## src/rtl/spi_sel_pkg.sv

```systemverilog
package spi_sel_pkg;
  localparam logic [3:0] MODE_SEL_GATED = 4'b0100;
  localparam logic [3:0] MODE_SEL_FREE  = 4'b0101;

  typedef struct packed {
    logic run;
    logic sel_ctl;
    logic cke_eff;
    logic ckp;
  } spi_cfg_t;
endpackage

```

## src/rtl/spi_sel_sync.sv

```systemverilog
module spi_sel_sync #(
  parameter int          W       = 3,
  parameter int          STAGES  = 2,
  parameter logic [W-1:0] RST_VAL = '0
) (
  input  logic         clk,
  input  logic         rst_n,
  input  logic [W-1:0] d,
  output logic [W-1:0] q
);
  logic [W-1:0] stg [STAGES];

  for (genvar k = 0; k < STAGES; k++) begin : g_stage
    if (k == 0) begin : g_first
      always_ff @(posedge clk or negedge rst_n)
        if (!rst_n) stg[k] <= RST_VAL;
        else        stg[k] <= d;
    end else begin : g_next
      always_ff @(posedge clk or negedge rst_n)
        if (!rst_n) stg[k] <= RST_VAL;
        else        stg[k] <= stg[k-1];
    end
  end

  assign q = stg[STAGES-1];
endmodule

```

## src/rtl/spi_sel_edge.sv

```systemverilog
module spi_sel_edge (
  input  logic clk,
  input  logic rst_n,
  input  logic lvl,
  input  logic idle_lvl,
  output logic lead,
  output logic trail
);
  logic prev;

  always_ff @(posedge clk or negedge rst_n)
    if (!rst_n) prev <= 1'b0;
    else        prev <= lvl;

  // leading edge leaves the idle level, trailing edge returns to it
  assign lead  = (prev == idle_lvl) && (lvl != idle_lvl);
  assign trail = (prev != idle_lvl) && (lvl == idle_lvl);
endmodule

```

## src/rtl/spi_sel_core.sv

```systemverilog
module spi_sel_core #(
  parameter int DATA_W = 8
) (
  input  logic              clk,
  input  logic              rst_n,
  input  logic              run,
  input  logic              sel_ctl,
  input  logic              cke_eff,
  input  logic              sel_n_s,
  input  logic              lead,
  input  logic              trail,
  input  logic              sdi_s,
  input  logic              tx_valid,
  input  logic [DATA_W-1:0] tx_data,
  output logic              tx_bit,
  output logic              done,
  output logic [DATA_W-1:0] rx_byte,
  output logic              wcol
);
  localparam int               CNT_W = $clog2(DATA_W);
  localparam logic [CNT_W-1:0] LAST  = CNT_W'(DATA_W - 1);

  logic [CNT_W-1:0]  cnt;
  logic              pend;
  logic [DATA_W-1:0] tx_sr;
  logic [DATA_W-1:0] rx_sr;
  logic              active, busy, samp;
  logic [DATA_W-1:0] rx_next;

  assign active  = run && !(sel_ctl && sel_n_s);
  assign busy    = (cnt != '0) || pend;
  assign samp    = cke_eff ? lead : trail;
  assign rx_next = {rx_sr[DATA_W-2:0], sdi_s};
  assign tx_bit  = tx_sr[DATA_W-1];

  always_ff @(posedge clk or negedge rst_n) begin
    if (!rst_n) begin
      cnt     <= '0;
      pend    <= 1'b0;
      tx_sr   <= '0;
      rx_sr   <= '0;
      rx_byte <= '0;
      done    <= 1'b0;
      wcol    <= 1'b0;
    end else begin
      done <= 1'b0;
      if (!run)                               wcol <= 1'b0;
      else if (tx_valid && active && busy)    wcol <= 1'b1;

      if (!active) begin
        cnt  <= '0;
        pend <= 1'b0;
        if (busy) tx_sr <= '0;          // aborted byte drops its data
      end else if (samp) begin
        rx_sr <= rx_next;
        if (cnt == LAST) begin
          cnt     <= '0;
          pend    <= 1'b0;
          done    <= 1'b1;
          rx_byte <= rx_next;
          tx_sr   <= '0;
        end else begin
          cnt  <= cnt + 1'b1;
          pend <= 1'b1;
        end
      end else if ((lead || trail) && pend) begin
        tx_sr <= {tx_sr[DATA_W-2:0], 1'b0};
        pend  <= 1'b0;
      end

      if (tx_valid && !(active && busy)) tx_sr <= tx_data;
    end
  end

  assert_cnt_clear_R5: assert property (@(posedge clk) disable iff (!rst_n)
    !active |=> (cnt == '0 && !pend));

  assert_wcol_set_R10: assert property (@(posedge clk) disable iff (!rst_n)
    (run && active && busy && tx_valid) |=> wcol);

  assert_wcol_clear_R6: assert property (@(posedge clk) disable iff (!rst_n)
    !run |=> !wcol);

  assert_done_pulse_R7: assert property (@(posedge clk) disable iff (!rst_n)
    done |=> !done);
endmodule

```

## src/rtl/spi_sel_rxbuf.sv

```systemverilog
module spi_sel_rxbuf #(
  parameter int DATA_W = 8
) (
  input  logic              clk,
  input  logic              rst_n,
  input  logic              run,
  input  logic              done,
  input  logic [DATA_W-1:0] byte_in,
  input  logic              rx_ready,
  output logic              rx_valid,
  output logic [DATA_W-1:0] rx_data,
  output logic              ovf
);
  always_ff @(posedge clk or negedge rst_n) begin
    if (!rst_n) begin
      rx_valid <= 1'b0;
      rx_data  <= '0;
      ovf      <= 1'b0;
    end else begin
      if (done) begin
        if (rx_valid && !rx_ready) begin
          ovf <= 1'b1;
        end else begin
          rx_data  <= byte_in;
          rx_valid <= 1'b1;
        end
      end else if (rx_valid && rx_ready) begin
        rx_valid <= 1'b0;
      end
      if (!run) ovf <= 1'b0;
    end
  end

  assert_no_overwrite_R9: assert property (@(posedge clk) disable iff (!rst_n)
    (run && done && rx_valid && !rx_ready) |=> (ovf && $stable(rx_data)));

  assert_valid_after_done_R7: assert property (@(posedge clk) disable iff (!rst_n)
    done |=> rx_valid);

  assert_valid_hold_R8: assert property (@(posedge clk) disable iff (!rst_n)
    (rx_valid && !rx_ready) |=> (rx_valid && $stable(rx_data)));
endmodule

```

## src/rtl/spi_sel_slave.sv

```systemverilog
module spi_sel_slave
  import spi_sel_pkg::*;
#(
  parameter int DATA_W      = 8,
  parameter int SYNC_STAGES = 2
) (
  input  logic              clk,
  input  logic              rst_n,
  input  logic              enable,
  input  logic [3:0]        mode,
  input  logic              ckp,
  input  logic              cke,
  input  logic              sdo_off,
  input  logic              sck,
  input  logic              ssel_n,
  input  logic              sdi,
  output logic              sdo,
  output logic              sdo_oe,
  input  logic              tx_valid,
  output logic              tx_ready,
  input  logic [DATA_W-1:0] tx_data,
  output logic              rx_valid,
  input  logic              rx_ready,
  output logic [DATA_W-1:0] rx_data,
  output logic              irq,
  output logic              overflow,
  output logic              wcol
);
  spi_cfg_t    cfg;
  logic [2:0]  pins_s;
  logic        sck_s, sel_n_s, sdi_s;
  logic        lead, trail, done;
  logic [DATA_W-1:0] rx_byte;

  always_comb begin
    cfg.sel_ctl = (mode == MODE_SEL_GATED);
    cfg.run     = enable && (cfg.sel_ctl || (mode == MODE_SEL_FREE));
    cfg.cke_eff = cke && cfg.sel_ctl;
    cfg.ckp     = ckp;
  end

  spi_sel_sync #(.W(3), .STAGES(SYNC_STAGES), .RST_VAL(3'b010)) u_sync (
    .clk(clk), .rst_n(rst_n), .d({sck, ssel_n, sdi}), .q(pins_s)
  );
  assign {sck_s, sel_n_s, sdi_s} = pins_s;

  spi_sel_edge u_edge (
    .clk(clk), .rst_n(rst_n), .lvl(sck_s), .idle_lvl(cfg.ckp),
    .lead(lead), .trail(trail)
  );

  spi_sel_core #(.DATA_W(DATA_W)) u_core (
    .clk(clk), .rst_n(rst_n), .run(cfg.run), .sel_ctl(cfg.sel_ctl),
    .cke_eff(cfg.cke_eff), .sel_n_s(sel_n_s), .lead(lead), .trail(trail),
    .sdi_s(sdi_s), .tx_valid(tx_valid), .tx_data(tx_data),
    .tx_bit(sdo), .done(done), .rx_byte(rx_byte), .wcol(wcol)
  );

  spi_sel_rxbuf #(.DATA_W(DATA_W)) u_rxbuf (
    .clk(clk), .rst_n(rst_n), .run(cfg.run), .done(done), .byte_in(rx_byte),
    .rx_ready(rx_ready), .rx_valid(rx_valid), .rx_data(rx_data), .ovf(overflow)
  );

  // raw select so the driver lets go without synchronizer delay
  assign sdo_oe   = cfg.run && !sdo_off && !(cfg.sel_ctl && ssel_n);
  assign tx_ready = 1'b1;
  assign irq      = done;
endmodule

```

## config.mk

```make
export PLATFORM = sky130hd
export DESIGN_NAME = spi_sel_slave
export DESIGN_NICKNAME = d
export VERILOG_FILES = /design/src/rtl/spi_sel_pkg.sv /design/src/rtl/spi_sel_sync.sv /design/src/rtl/spi_sel_edge.sv /design/src/rtl/spi_sel_core.sv /design/src/rtl/spi_sel_rxbuf.sv /design/src/rtl/spi_sel_slave.sv
export SDC_FILE = /design/constraint.sdc
export NUM_CORES = 1
export LEC_CHECK = 0
export ABC_AREA = 1
export CELL_PAD_IN_SITES_DETAIL_PLACEMENT = 0
export CELL_PAD_IN_SITES_GLOBAL_PLACEMENT = 2
export CORE_UTILIZATION = 33
export CTS_BUF_LIST = sky130_fd_sc_hd__clkbuf_2
export CTS_CLUSTER_SIZE = 14
export DETAILED_ROUTE_END_ITERATION = 8
export PLACE_DENSITY_LB_ADDON = 0.1
export SLEW_MARGIN = 20
export SYNTH_ARGS = -nofsm -noshare
export SYNTH_HDL_FRONTEND = slang
export SYNTH_HIERARCHICAL = 1
export SYNTH_SLANG_ARGS = --single-unit
```

## constraint.sdc

```tcl
create_clock -name clk -period 1.9 [get_ports clk]
set_input_delay 0.38 -clock clk [delete_from_list [all_inputs] [get_ports clk]]
set_output_delay 0.38 -clock clk [all_outputs]
set_load 0.02 [all_outputs]
```

# After elaboration in Yosys (flattened, before gate mapping)
# Cells that the tools add are included.
word_totals:
  register_bits: 46
  inputBits: 23
  output_inout_bits: 15
classes:
  add_sub_neg: 1
  n_eq_ne: 15
  muxes: 25
  bitwise: 1
  reduce_logical: 33
op_table:
  columns: ["op", "count"]
  rows:
  - ["$mux W8", 6]
  - ["$logic_and A1 B1 Y1", 16]
  - ["$mux W1", 16]
  - ["$mux W3", 3]
  - ["$eq A4 B3 Y1 const B", 2]
  - ["$ne A2 B2 Y1 const B", 4]
  - ["$ne A4 B4 Y1 const B", 2]
  - ["$reduce_and A2 Y1", 4]
  - ["$reduce_and A3 Y1", 2]
  - ["$reduce_bool A3 Y1", 2]
  - ["$logic_not A1 Y1", 5]
  - ["$add A3 B1 Y3 const B", 1]
  - ["$eq A3 B3 Y1 const B", 1]
  - ["$logic_or A1 B1 Y1", 3]
  - ["$ne A3 B3 Y1 const B", 1]
  - ["$eq A1 B1 Y1", 2]
  - ["$ne A1 B1 Y1", 2]
  - ["$ne A2 B1 Y1 const B", 1]
  - ["$reduce_bool A2 Y1", 1]
  - ["$not A1 Y1", 1]

# Longest topological paths before layout
depth:
  ltp_word: 9
  mapped_depth: 15

# By module
# Netlist, hierarchy kept.
by_module_without_submodules:
  columns: ["mod", "n_inst", "cells_per_inst", "area_per_inst_um2"]
  rows:
  - ["spi_sel_core", 1, 174, 1542.7]
  - ["spi_sel_rxbuf", 1, 43, 411.6]
  - ["spi_sel_sync", 1, 9, 175.2]
  - ["spi_sel_edge", 1, 18, 88.8]
  - ["spi_sel_slave", 1, 16, 77.6]

# Worst setup path before layout
# Ideal clock, no wire load.
synth_timing:
  path_kind: "input -> register"
  start: "in mode[2]"
  end: "reg u_core.tx_sr[7]"
  t_arrival_ns: 1.402
  required_ns: 1.783
  slack_ns: 0.381
  path_stages: 11
  cell_sequence: "inv_1 -> nor2_2 -> and3_2 -> nand2_4 -> inv_6 -> buf_12 -> nand3_4 -> nand3_4 -> nand2_4 -> nand2_1 -> nand2_1"
synth_lines:
  columns: ["element", "line_no", "source"]
  rows:
  - ["start: declaration", "spi_sel_slave.sv:10", "input logic [3:0] mode,"]
  - ["end signal: assignment", "spi_sel_core.sv:67", "tx_sr <= {tx_sr[DATA_W-2:0], 1'b0};"]
  - ["end signal: assignment", "spi_sel_core.sv:71", "if (tx_valid && !(active && busy)) tx_sr <= tx_data;"]
  - ["end: declaration", "spi_sel_core.sv:25", "logic [DATA_W-1:0] tx_sr;"]

# Worst setup path in the final report
layout_timing:
  start: "in mode[1]"
  end: "out sdo_oe"
layout_between:
  elab_chain_len: 5
layout_lines:
  columns: ["element", "line_no", "source"]
  rows:
  - ["$eq A4 B3 Y1 (on tied branches)", "spi_sel_slave.sv:36, spi_sel_slave.sv:37", null]
  - ["$logic_or A1 B1 Y1", "spi_sel_slave.sv:37", "cfg.run = enable && (cfg.sel_ctl || (mode == MODE_SEL_FREE));"]
  - ["$logic_and A1 B1 Y1", "spi_sel_slave.sv:37", null]
  - ["$logic_and A1 B1 Y1", "spi_sel_slave.sv:65", "assign sdo_oe = cfg.run && !sdo_off && !(cfg.sel_ctl && ssel_n);"]
  - ["$logic_and A1 B1 Y1 *", "spi_sel_slave.sv:65", null]
  - ["end: declaration", "spi_sel_slave.sv:18", "output logic sdo_oe,"]
# Mark *: on every way between the ends. The rest lies on a longest branch, timed or not.

==> impl_metrics.py <==
metrics = {
    "outcome": {
        "status": "finished, final reports clean",
    },
    "global_routing": {
        "grt_use_total_pct": 14.4,
        "gr-total-overflow": 0,
        "gr-max-usage-layer": "met1",
        "grtUsageMet3_pct": 3.50,
        "antenna_found_initial": 0,
        "first_global_vias": 1643,
        "grt_max_degree": 32,
        "grt_pass1_wl_mm": 8.22,
        "grt_use_met2_pct": 20.5,
        "use_met1_pct": 21.5,
    },
    "route": {
        "ant_nets": 0,
        "vias_per_cell": 4.37,
        "firstDrtPassIters": 4,
        "drt-total-wl_mm": 4.58,
        "via_count": 1685,
        "drt-wirelength-per-cell_um": 11.9,
        "drcViolationCount": 0,
        "drt_iter0_markers": 76,
    },
    "finish": {
        "syn2layout_area_growth_pct": 24.4,
        "fillCellCount": 730,
        "finalNetCount": 331,
        "final_layout_size_suffix_gt1_share_pct": 17.0,
        "utilization_pct": 42.3,
        "antenna_cells": 0,
    },
    "sta": {
        "rsz0062_at_grt": "no",
        "fin_crit_ns": 1.85,
        "worst_slack_ns": 0.0497,
        "maxSlewViolCount": 0,
        "fmax_mhz": 540,
        "finalSetupViolCount": 0,
        "fin_crit_sh_pct": 97.4,
        "finalHoldViolCount": 0,
        "skew_ns": 0.0127,
    },
    "die": {
        "rows": 30,
        "die_y_um": 85.4,
        "fp.dieArea_um2": 7290,
        "fp.dieW_um": 85.4,
        "start_util_pct": 34.0,
        "core_area_um2": 6760,
        "pin_count": 38,
    },
    "synth": {
        "synthArstFlopShare_pct": 100,
        "synth-edff-count": 0,
        "synth.area.top_cells": "dfrtp_1 48%, nand2_1 15%, nand3_1 6.5%, inv_1 4.3%, nand2_4 3.4%",
        "yosysMostFrequentCell": "nand2_1",
        "synth_top_area_share_pct": 48.0,
        "synth_seq_area_share_pct": 50.2,
        "synth_seq_cells": 46,
        "synthFlopType": "dfrtp_1",
        "yosysUniqueCellTypes": 26,
        "synth_warnings": 6,
        "netlist_area_um2": 2300,
        "synth_top_area_cell": "dfrtp_1",
        "netlist_top_cells_count": "89 x nand2_1, 44 x dfrtp_1, 30 x nand3_1",
        "syn_inst": 260,
        "synth_nets": 286,
        "syn_avg_cell_area_um2": 8.83,
    },
    "setup_path": {
        "r2r_setup_slack_ns": 0.30,
        "reg2reg_depth": 14,
        "cp_num_buf_inv": 2,
        "crit_path_end_kind": "output pin",
        "timing.rr.end": "u_core/tx_sr[2]$_DFFE_PN0P_",
        "crit_slowest_cell": "clkdlybuf4s50_1",
        "required_ns": 1.52,
        "cp_common_cell": "nor2_1",
        "startpoint_type": "primary input",
        "cp_data_arrival_time_ns": 1.47,
        "critPathTopFamily": "buffers and inverters",
        "cp-endpoint": "sdo_oe",
        "max_stage_delay_ns": 0.43,
        "cp_cell_sequence": "clkdlybuf4s50_1, nor2_1, nand2_2, nor2_2, nor2_1, clkdlybuf4s15_1",
        "crit_start": "mode[1]",
        "crit_fanout": 3,
        "r2r_start": "u_sync/q[2]$_DFF_PN0_",
        "crit_type": "primary input to output pin",
        "crit_cells": 6,
    },
    "cts": {
        "path_clk_slew_ns": 0.24,
        "cts_inserted_buffers": 5,
        "post_cts_buffers": 0,
        "htreeDepth": 2,
        "insertion_delay_ns": 0.41,
        "root_buffer": "clkbuf_2",
        "cts.path.max_buffers": 2,
        "cts_tree": "done",
        "cts.sinks": 46,
    },
    "place": {
        "dp_slack_ns": -0.253,
        "dp_hpwl_mm": 3.25,
        "portBuffers": 36,
        "place_congestion": 0.690,
    },
    "min_path": {
        "hold_path_class": "primary input to register",
        "worstHoldStart": "sdi",
    },
    "power_and_ir_drop": {
        "p_leak_nw": 1.45,
        "cellPowerDensity_nw_per_um2": 694,
        "ir_drop_uv": 393,
    },
    "flow_run": {
        "cap_violations": 0,
    },
}
## placed cells by master, fill, tap and decap left out, types with 3 or more instances in the layout
master and count:
nand2_1 89, dfrtp_1 44, clkdlybuf4s50_1 32, nand3_1 30, inv_1 26, nor2_1 11, buf_4 11, o21ai_0 11
nand2_4 7, o21ai_2 7, clkbuf_2 5, nand3_4 4, nand2_2 3, nor2_2 3, ha_1 3
## final cells by class
cell class / count / area (um2) / share of cell area, %
Sequential cell: 46 / 1150 / 40.4
Multi-Input combinational cell: 175 / 930 / 32.5
Tap cell: 80 / 100 / 3.50
Timing Repair Buffer: 49 / 469 / 16.4
Clock buffer: 5 / 25.0 / 0.876
Inverter: 28 / 110 / 3.85
Clock inverter: 3 / 68.8 / 2.41
## through the flow
| step | instance area [um2] | std cells | hold slack, ns | setup TNS (ns) | power, mW |
|---|---|---|---|---|---|
| global route | 2860 | 386 | 0.319 | 0 | 2.09 |
| global placement | 2740 | 377 | 0.334 | -5.20 | 1.31 |
| floorplan | 2300 | 260 | 0.0844 | 0 | 1.20 |
| finish | 2860 | 386 | 0.374 | 0 | 1.98 |
| CTS | 2850 | 386 | 0.342 | 0 | 2.02 |
| detailed placement | 2740 | 377 | 0.336 | -5.34 | 1.31 |
## cells by family after synthesis
group,share of synthesized area (%)
adders and majority gates,1.64
DFF,50.2
buffers and inverters,9.59
AOI/OAI and AO/OA,5.72
other,0.163
and+or+nand+nor,32.6
## where the power goes
part | switching (mW) | leakage [nW] | internal (mW)
logic | 0.138 | 0.787 | 0.108
registers | 0.0230 | 0.613 | 1.03
clock network | 0.329 | 0.0532 | 0.357
## worst min path at each step
| stage | end | slack, ns | depth (start not counted) |
|---|---|---|---|
| final | u_sync/stg[3]$_DFF_PN0_ | 0.37 | 1 |
| after global routing | u_sync/stg[5]$_DFF_PN0_ | 0.32 | 1 |
| after CTS | u_sync/stg[3]$_DFF_PN0_ | 0.34 | 1 |
| after detailed placement | u_rxbuf/rx_data[5]$_DFFE_PN0P_ | 0.34 | 1 |
| after global placement | u_sync/q[0]$_DFF_PN0_ | 0.33 | 0 |
| after floorplan | u_core/cnt[0]$_DFFE_PN0P_ | 0.08 | 0 |
## registers in the layout (all words and copies together), names as in the netlist
name and cells:
u_sync/q 3, u_rxbuf/rx_valid 1, u_edge/prev 1, u_sync/stg 3, u_core/done 1, u_core/tx_sr 8, u_rxbuf/ovf 1, u_core/cnt 3
u_core/rx_byte 8, u_core/rx_sr 7, u_rxbuf/rx_data 8, u_core/pend 1, u_core/wcol 1
## layer usage
layer  up-vias  routed length (um)
met2        27                1870
met1       756                2500
met5         -                   0
li1        897                   -
met3         5                 163
met4         0                  40
## repair_timing
item	CTS	global route
hold buffers	1	0
endpoints found under the setup margin	2	3
endpoints found under the hold margin	13	0
cloned	0	0
resized for setup	2	4
Note: power is estimated with default switching activity, not from simulation.
